## config.mk

```make
export PLATFORM = sky130hd
export DESIGN_NAME = guard_timer
export DESIGN_NICKNAME = d
export VERILOG_FILES = /design/src/rtl/gt_pkg.sv /design/src/rtl/gt_regs.sv /design/src/rtl/gt_counter.sv /design/src/rtl/gt_status.sv /design/src/rtl/guard_timer.sv
export SDC_FILE = /design/constraint.sdc
export NUM_CORES = 1
export LEC_CHECK = 0
export CORE_ASPECT_RATIO = 0.9
export CORE_MARGIN = 2
export CORE_UTILIZATION = 45
export DETAILED_ROUTE_END_ITERATION = 8
export HOLD_SLACK_MARGIN = 0.02
export PLACE_DENSITY = 0.83
export SYNTH_ARGS = -nofsm -noshare
export SYNTH_HDL_FRONTEND = slang
export SYNTH_HIERARCHICAL = 1
export SYNTH_SLANG_ARGS = --single-unit
export TNS_END_PERCENT = 20
```

## constraint.sdc

```tcl
create_clock -name clk -period 2.9 [get_ports clk]
set_input_delay 0.29 -clock clk [delete_from_list [all_inputs] [get_ports clk]]
set_output_delay 0.29 -clock clk [all_outputs]
set_load 0.005 [all_outputs]
```

## src/rtl/gt_pkg.sv

```systemverilog
package gt_pkg;
  localparam int CNT_W = 12;
  localparam logic [7:0] CMD_KEY = 8'hA5;

  localparam int B_RESTART = 0;
  localparam int B_LOCK    = 4;
  localparam int B_IRQ_EN  = 12;
  localparam int B_RST_EN  = 13;
  localparam int B_DIS     = 15;
  localparam int B_DELTA   = 16;
  localparam int B_DBG     = 28;
  localparam int B_IDLE    = 29;

  typedef enum logic [1:0] {
    A_CTRL = 2'd0,
    A_MODE = 2'd1,
    A_STAT = 2'd2,
    A_NONE = 2'd3
  } addr_e;

  typedef struct packed {
    logic             idle_halt;
    logic             dbg_halt;
    logic             dis;
    logic             rst_en;
    logic             irq_en;
    logic [CNT_W-1:0] delta;
    logic [CNT_W-1:0] load;
  } mode_t;

  localparam mode_t MODE_RESET = '{
    idle_halt: 1'b0,
    dbg_halt:  1'b0,
    dis:       1'b0,
    rst_en:    1'b1,
    irq_en:    1'b0,
    delta:     {CNT_W{1'b1}},
    load:      {CNT_W{1'b1}}
  };

  function automatic logic [31:0] mode_image(input mode_t m);
    logic [31:0] w;
    w = '0;
    w[CNT_W-1:0]          = m.load;
    w[B_IRQ_EN]           = m.irq_en;
    w[B_RST_EN]           = m.rst_en;
    w[B_DIS]              = m.dis;
    w[B_DELTA +: CNT_W]   = m.delta;
    w[B_DBG]              = m.dbg_halt;
    w[B_IDLE]             = m.idle_halt;
    return w;
  endfunction
endpackage

```

## src/rtl/gt_regs.sv

```systemverilog
module gt_regs
  import gt_pkg::*;
(
  input  logic        clk,
  input  logic        rst_n,
  input  logic        wr_en,
  input  logic        lock_cmd,
  input  logic [31:0] wdata,
  output mode_t       mode_q,
  output logic        lock_q,
  output logic        val_take
);
  wire unused_wdata_bits = ^{wdata[31:30], wdata[14]};

  // New reload/window values are taken only while unlocked and not disabled.
  assign val_take = wr_en && !lock_q && !mode_q.dis;

  always_ff @(posedge clk or negedge rst_n) begin
    if (!rst_n) begin
      mode_q <= MODE_RESET;
      lock_q <= 1'b0;
    end else begin
      if (wr_en && !lock_q) begin
        mode_q.irq_en    <= wdata[B_IRQ_EN];
        mode_q.rst_en    <= wdata[B_RST_EN];
        mode_q.dis       <= wdata[B_DIS];
        mode_q.dbg_halt  <= wdata[B_DBG];
        mode_q.idle_halt <= wdata[B_IDLE];
      end
      if (val_take) begin
        mode_q.load  <= wdata[CNT_W-1:0];
        mode_q.delta <= wdata[B_DELTA +: CNT_W];
      end
      if (lock_cmd) lock_q <= 1'b1;
    end
  end

  AST_LOCK_STICKY: assert property (@(posedge clk) disable iff (!rst_n)
    lock_q |=> lock_q);
  AST_LOCK_FREEZES: assert property (@(posedge clk) disable iff (!rst_n)
    lock_q |=> $stable(mode_q));
  AST_DIS_KEEPS_VALUES: assert property (@(posedge clk) disable iff (!rst_n)
    mode_q.dis |=> ($stable(mode_q.load) && $stable(mode_q.delta)));
endmodule

```

## src/rtl/gt_counter.sv

```systemverilog
module gt_counter #(
  parameter int CW = 12
) (
  input  logic          clk,
  input  logic          rst_n,
  input  logic          run_en,
  input  logic          tick,
  input  logic          paused,
  input  logic          reload,
  input  logic          restart_req,
  input  logic [CW-1:0] load_val,
  input  logic [CW-1:0] delta,
  output logic [CW-1:0] cnt_q,
  output logic          uf_evt,
  output logic          win_err_evt
);
  logic step, rs_ok;

  assign step        = run_en && tick && !paused;
  assign uf_evt      = step && (cnt_q == '0);
  assign rs_ok       = run_en && restart_req && (cnt_q <= delta);
  assign win_err_evt = run_en && restart_req && (cnt_q > delta);

  always_ff @(posedge clk or negedge rst_n) begin
    if (!rst_n)                            cnt_q <= '1;
    else if (!run_en || reload || rs_ok)   cnt_q <= load_val;
    else if (win_err_evt)                  cnt_q <= cnt_q;
    else if (step)                         cnt_q <= (cnt_q == '0) ? load_val : cnt_q - 1'b1;
  end

  AST_PAUSE_HOLDS: assert property (@(posedge clk) disable iff (!rst_n)
    (run_en && paused && !reload && !restart_req) |=> $stable(cnt_q));
  AST_RELOAD_AFTER_UF: assert property (@(posedge clk) disable iff (!rst_n)
    uf_evt |=> (cnt_q == $past(load_val)));
  AST_ERR_KEEPS_COUNT: assert property (@(posedge clk) disable iff (!rst_n)
    (win_err_evt && !reload) |=> $stable(cnt_q));
endmodule

```

## src/rtl/gt_status.sv

```systemverilog
module gt_status (
  input  logic clk,
  input  logic rst_n,
  input  logic set_uf,
  input  logic set_err,
  input  logic rd_clr,
  output logic uf_q,
  output logic err_q
);
  always_ff @(posedge clk or negedge rst_n) begin
    if (!rst_n) begin
      uf_q  <= 1'b0;
      err_q <= 1'b0;
    end else begin
      if (set_uf)      uf_q <= 1'b1;
      else if (rd_clr) uf_q <= 1'b0;
      if (set_err)      err_q <= 1'b1;
      else if (rd_clr)  err_q <= 1'b0;
    end
  end

  AST_CLEAR_ON_READ: assert property (@(posedge clk) disable iff (!rst_n)
    (rd_clr && !set_uf && !set_err) |=> (!uf_q && !err_q));
  AST_UF_SETS: assert property (@(posedge clk) disable iff (!rst_n)
    set_uf |=> uf_q);
  AST_ERR_SETS: assert property (@(posedge clk) disable iff (!rst_n)
    set_err |=> err_q);
endmodule

```

## src/rtl/guard_timer.sv

```systemverilog
module guard_timer
  import gt_pkg::*;
#(
  parameter logic [7:0] KEY = CMD_KEY
) (
  input  logic        clk,
  input  logic        rst_n,
  input  logic        tick_i,
  input  logic        idle_i,
  input  logic        dbg_halt_i,
  input  logic        bus_sel,
  input  logic        bus_we,
  input  logic [1:0]  bus_addr,
  input  logic [31:0] bus_wdata,
  output logic [31:0] bus_rdata,
  output logic        fault_irq,
  output logic        reset_req
);
  mode_t            mode_q;
  logic             lock_q, val_take;
  logic             ctrl_wr, mode_wr, stat_rd, key_ok;
  logic             restart_req, lock_cmd, paused;
  logic [CNT_W-1:0] reload_val, cnt_q;
  logic             uf_evt, win_err_evt, uf_q, err_q;

  assign key_ok      = (bus_wdata[31:24] == KEY);
  assign ctrl_wr     = bus_sel && bus_we && (bus_addr == A_CTRL);
  assign mode_wr     = bus_sel && bus_we && (bus_addr == A_MODE);
  assign stat_rd     = bus_sel && !bus_we && (bus_addr == A_STAT);
  assign restart_req = ctrl_wr && key_ok && bus_wdata[B_RESTART];
  assign lock_cmd    = ctrl_wr && key_ok && bus_wdata[B_LOCK];
  assign paused      = (mode_q.dbg_halt && dbg_halt_i) || (mode_q.idle_halt && idle_i);
  assign reload_val  = val_take ? bus_wdata[CNT_W-1:0] : mode_q.load;

  gt_regs regs_i (
    .clk      (clk),
    .rst_n    (rst_n),
    .wr_en    (mode_wr),
    .lock_cmd (lock_cmd),
    .wdata    (bus_wdata),
    .mode_q   (mode_q),
    .lock_q   (lock_q),
    .val_take (val_take)
  );

  gt_counter #(.CW(CNT_W)) cnt_i (
    .clk         (clk),
    .rst_n       (rst_n),
    .run_en      (!mode_q.dis),
    .tick        (tick_i),
    .paused      (paused),
    .reload      (val_take),
    .restart_req (restart_req),
    .load_val    (reload_val),
    .delta       (mode_q.delta),
    .cnt_q       (cnt_q),
    .uf_evt      (uf_evt),
    .win_err_evt (win_err_evt)
  );

  gt_status stat_i (
    .clk     (clk),
    .rst_n   (rst_n),
    .set_uf  (uf_evt),
    .set_err (win_err_evt),
    .rd_clr  (stat_rd),
    .uf_q    (uf_q),
    .err_q   (err_q)
  );

  always_ff @(posedge clk or negedge rst_n) begin
    if (!rst_n) reset_req <= 1'b0;
    else        reset_req <= mode_q.rst_en && (uf_evt || win_err_evt);
  end

  assign fault_irq = mode_q.irq_en && (uf_q || err_q);

  always_comb begin
    case (bus_addr)
      A_MODE:  bus_rdata = mode_image(mode_q);
      A_STAT:  bus_rdata = {30'd0, err_q, uf_q};
      default: bus_rdata = '0;
    endcase
  end

  AST_RST_NEEDS_EN: assert property (@(posedge clk) disable iff (!rst_n)
    reset_req |-> $past(mode_q.rst_en));
  AST_OFF_NO_FLAG: assert property (@(posedge clk) disable iff (!rst_n)
    (mode_q.dis && !uf_q && !err_q) |=> (!uf_q && !err_q));
endmodule

```

==> metrics.md <==
| Metric | Value |
|---|---|
| Most common cell after layout, fill and taps aside | `clkdlybuf4s50_1` |
| RePlAce Congestion | `0.8984` |
| CTS tree | `built` |
| Max FO, Critical Path | `10` |
| 1st-pass router iterations | `4` |
| Req. time, crit path | `around 3.1 ns` |
| PwrDens | `around 700 nW/µm²` |
| RSZ-0062 raised after global routing | `no` |
| Global-route wire length before repair | `12,940 µm` |
| Reg power frac | `43.1%` |
| Synth cell types | `between 50 and 60` |
| Clock network fraction of total power | `~15%` |
| Max-Cap Viols | `0` |
| Crit path largest cell delay | `0.57 ns` |
| Root Driver | `clkbuf_8` |
| Grt ovf | `0` |
| Outcome | `finished, final reports clean` |
| Hold WC Path Type | `in -> async` |
| WL/cell | `16.50 µm` |
| Antenna viol nets, final | `0` |
| CTS HTree Levels | `2` |
| Mapped cell area | `3113 µm²` |
| Vias in the first global route | `about 2,700` |
| GRT Overall Usage | `approximately a fifth` |
| Switching share of power | `between 30% and 40%` |
| Post-Route Utilization | `around three fifths` |
| Sequential area share after synthesis | `37.66%` |
| Final hold vios | `0` |
| Clock net sink count | `between 40 and 50` |
| Core area | `6621 µm²` |
| Syn Inst Count | `slightly below 300` |
| Initial DRC Count | `~130` |
| Critical Path End Type | `register` |
| Crit path arrival time | `roughly 2.6 ns` |
| Post-Route Skew | `about 0.0065 ns` |
| Port bufs | `70` |
| Final setup violation count | `0` |
| Routed WL | `approximately 7600 µm` |
| EDFF count, synth | `0` |
| Hold buffers post-CTS | `0` |
| Rows | `28` |
| Main synth FF type | `dfstp_2` |
| Logic gate share of total power | `between 40% and 50%` |
| Die height | `82.91 µm` |
| Int Pwr | `between 1.5 and 2 mW` |
| Static leakage | `~1.7 nW` |
| DRC Markers | `0` |
| Final worst-path cycle share | `82.89%` |
| Initial Util | `47.01%` |
| Worst slew pin tran | `1.018 ns` |
| Fin Setup TNS | `0 ns` |
| Diode count | `0` |
| Max clock buf depth | `2` |
| Setup bufs post-CTS | `0` |
| Nets | `430` |
| Vias per Instance | `about 5.4` |
| Setup CP Type | `reg -> reg` |
| Fin crit period | `2.404 ns` |
| Setup WS post-layout | `~0.5 ns` |
| Initial antenna violation count | `0` |
| Most frequent cells in the layout | `clkdlybuf4s50_1, dfstp_2, mux2_2` |
| Largest net degree at the start of global routing | `46` |
| Post-DP HPWL | `5796 µm` |
| FF+latch count, synth | `45` |
| Max stage delay cell, worst path | `dfstp_2` |
| Slew Viols, Final | `0` |
| Crit start category | `register` |
| Post-cts repair resize count | `0` |
| Layout cell share with drive strength beyond 1 | `between 20% and 30%` |
| Syn avg cell area | `between 10 and 15 µm²` |
| Post-place setup slack | `roughly 0.24 ns` |
| DIE AREA | `~7600 µm²` |
| Via count | `around 2,500` |
| Clock slew at reported path FFs | `around 0.09 ns` |
| Clk Latency, worst-skew pair | `0.29 ns` |
| Crit path cell chain | `inv_1, ha_1, nor3b_2, nand3_1, or2_1, nor2_4, o21bai_2, nand2_4, a221oi_2` |
| Sw power | `between 1 and 1.5 mW` |
| Fmax | `about 420 MHz` |
| Worst vdd ir | `approximately 0.33 mV` |
| Synthesis Warnings | `6` |
| # IOs | `75` |
| Num CTS Buffers | `5` |
| Slew margin rel. | `32.15%` |
| Ys async rst share | `100.0%` |
| Layout area overhead | `28.18%` |
| Die X | `about 92 µm` |
-- routing by layer --
metal	up-vias	GRT usage (%)	wire [µm]
met5	-	0	0
met1	1207	26.68	3276
met2	102	36.16	3797
li1	1199	-	-
met3	2	4.719	556
met4	0	4.132	10
-- area by class of cell --
type                            count  area, µm²
Clock inverter                      1      5.005
Timing Repair Buffer               76      740.7
Tap cell                           90      112.6
Inverter                           22      82.58
Clock buffer                        7      96.34
Multi-Input combinational cell    222       1780
Fill cell                         562       2631
Sequential cell                    45       1172
-- metrics by stage --
stage	total power [mW]	area, µm²	hold WS (ns)	instances
floorplan	2.001	3120	-0.005591	300
global placement	2.369	3889	0.4986	455
detailed placement	2.436	3889	0.5070	455
CTS	2.883	3990	0.1901	463
global route	3.083	3990	0.2250	463
finish	2.868	3990	0.1721	463
-- path summary, 6_finish.rpt --
path	start	to	slack (ns)	depth (start not counted)
max in group asynchronous	rst_n	regs_i/lock_q$_DFFE_PN0P_	2.11	1
max	cnt_i/cnt_q[0]$_DFFE_PN1P_	cnt_i/cnt_q[8]$_DFFE_PN1P_	0.50	9
min	rst_n	reset_req$_DFF_PN0_	0.17	1
min reg2reg	regs_i/mode_q[25]$_DFFE_PN1P_	reset_req$_DFF_PN0_	0.52	1
max reg2reg	cnt_i/cnt_q[0]$_DFFE_PN1P_	cnt_i/cnt_q[8]$_DFFE_PN1P_	0.50	9
min in group clk	regs_i/mode_q[25]$_DFFE_PN1P_	reset_req$_DFF_PN0_	0.52	1
-- cells in the mapped netlist (3+ instances only) --
cell type | n | area [µm²]
ha_1 | 17 | 212.7
dfstp_2 | 37 | 972.2
nor2b_1 | 6 | 37.54
a22o_1 | 4 | 35.03
o21ai_0 | 6 | 30.03
dfrtp_1 | 8 | 200.2
nand4bb_1 | 3 | 33.78
nor2_1 | 10 | 37.54
a21oi_1 | 8 | 40.04
nand3_1 | 10 | 50.05
nand2_1 | 16 | 60.06
buf_4 | 3 | 22.52
a211oi_1 | 7 | 52.55
nand2b_1 | 3 | 18.77
and3_1 | 5 | 31.28
a21o_1 | 4 | 30.03
mux2_4 | 10 | 150.1
mux2_2 | 31 | 349.1
nand4_1 | 3 | 18.77
nor3_1 | 7 | 35.03
and2_1 | 27 | 168.9
nand3b_1 | 3 | 22.52
inv_1 | 22 | 82.58
buf_6 | 4 | 45.04
-- logic make-up (layout without fill, tap and decap cells) --
kind of cell,after synthesis,after routing,synth area share (%)
buffers and inverters,33,106,5.386
and+or+nand+nor,110,110,21.70
adders and majority gates,17,17,6.833
DFF,45,45,37.66
other,1,3,0.1205
AOI/OAI and AO/OA,49,49,11.62
muxes,43,43,16.68
-- power groups by stage --
| stage | combinational, mW | sequential, mW | clock, mW |
|---|---|---|---|
| 6_report | 1.21 | 1.24 | 0.425 |
| 5_1_grt | 1.33 | 1.28 | 0.470 |
| 4_1_cts | 1.20 | 1.24 | 0.445 |
| 3_5_place_dp | 1.19 | 1.24 | 0 |
| 2_1_floorplan | 0.852 | 1.15 | 0 |
| 3_3_place_gp | 1.14 | 1.23 | 0 |
-- worst max-delay path: cells and delay by family (launching register included) --
kind / cells / cell delay, ns
adder cells (fa/ha/maj): 1 / 0.22
AND/OR/NAND/NOR: 5 / 0.90
flip-flops: 1 / 0.57
AO/OA/AOI/OAI: 2 / 0.51
buffers and inverters: 1 / 0.11
-- flip-flops by register name, indices dropped and copies added, names as in the netlist --
signal / flops
cnt_i/cnt_q: 12
regs_i/lock_q: 1
reset_req: 1
stat_i/err_q: 1
stat_i/uf_q: 1
regs_i/mode_q: 29
No activity file was read; power rests on OpenSTA's default activity.
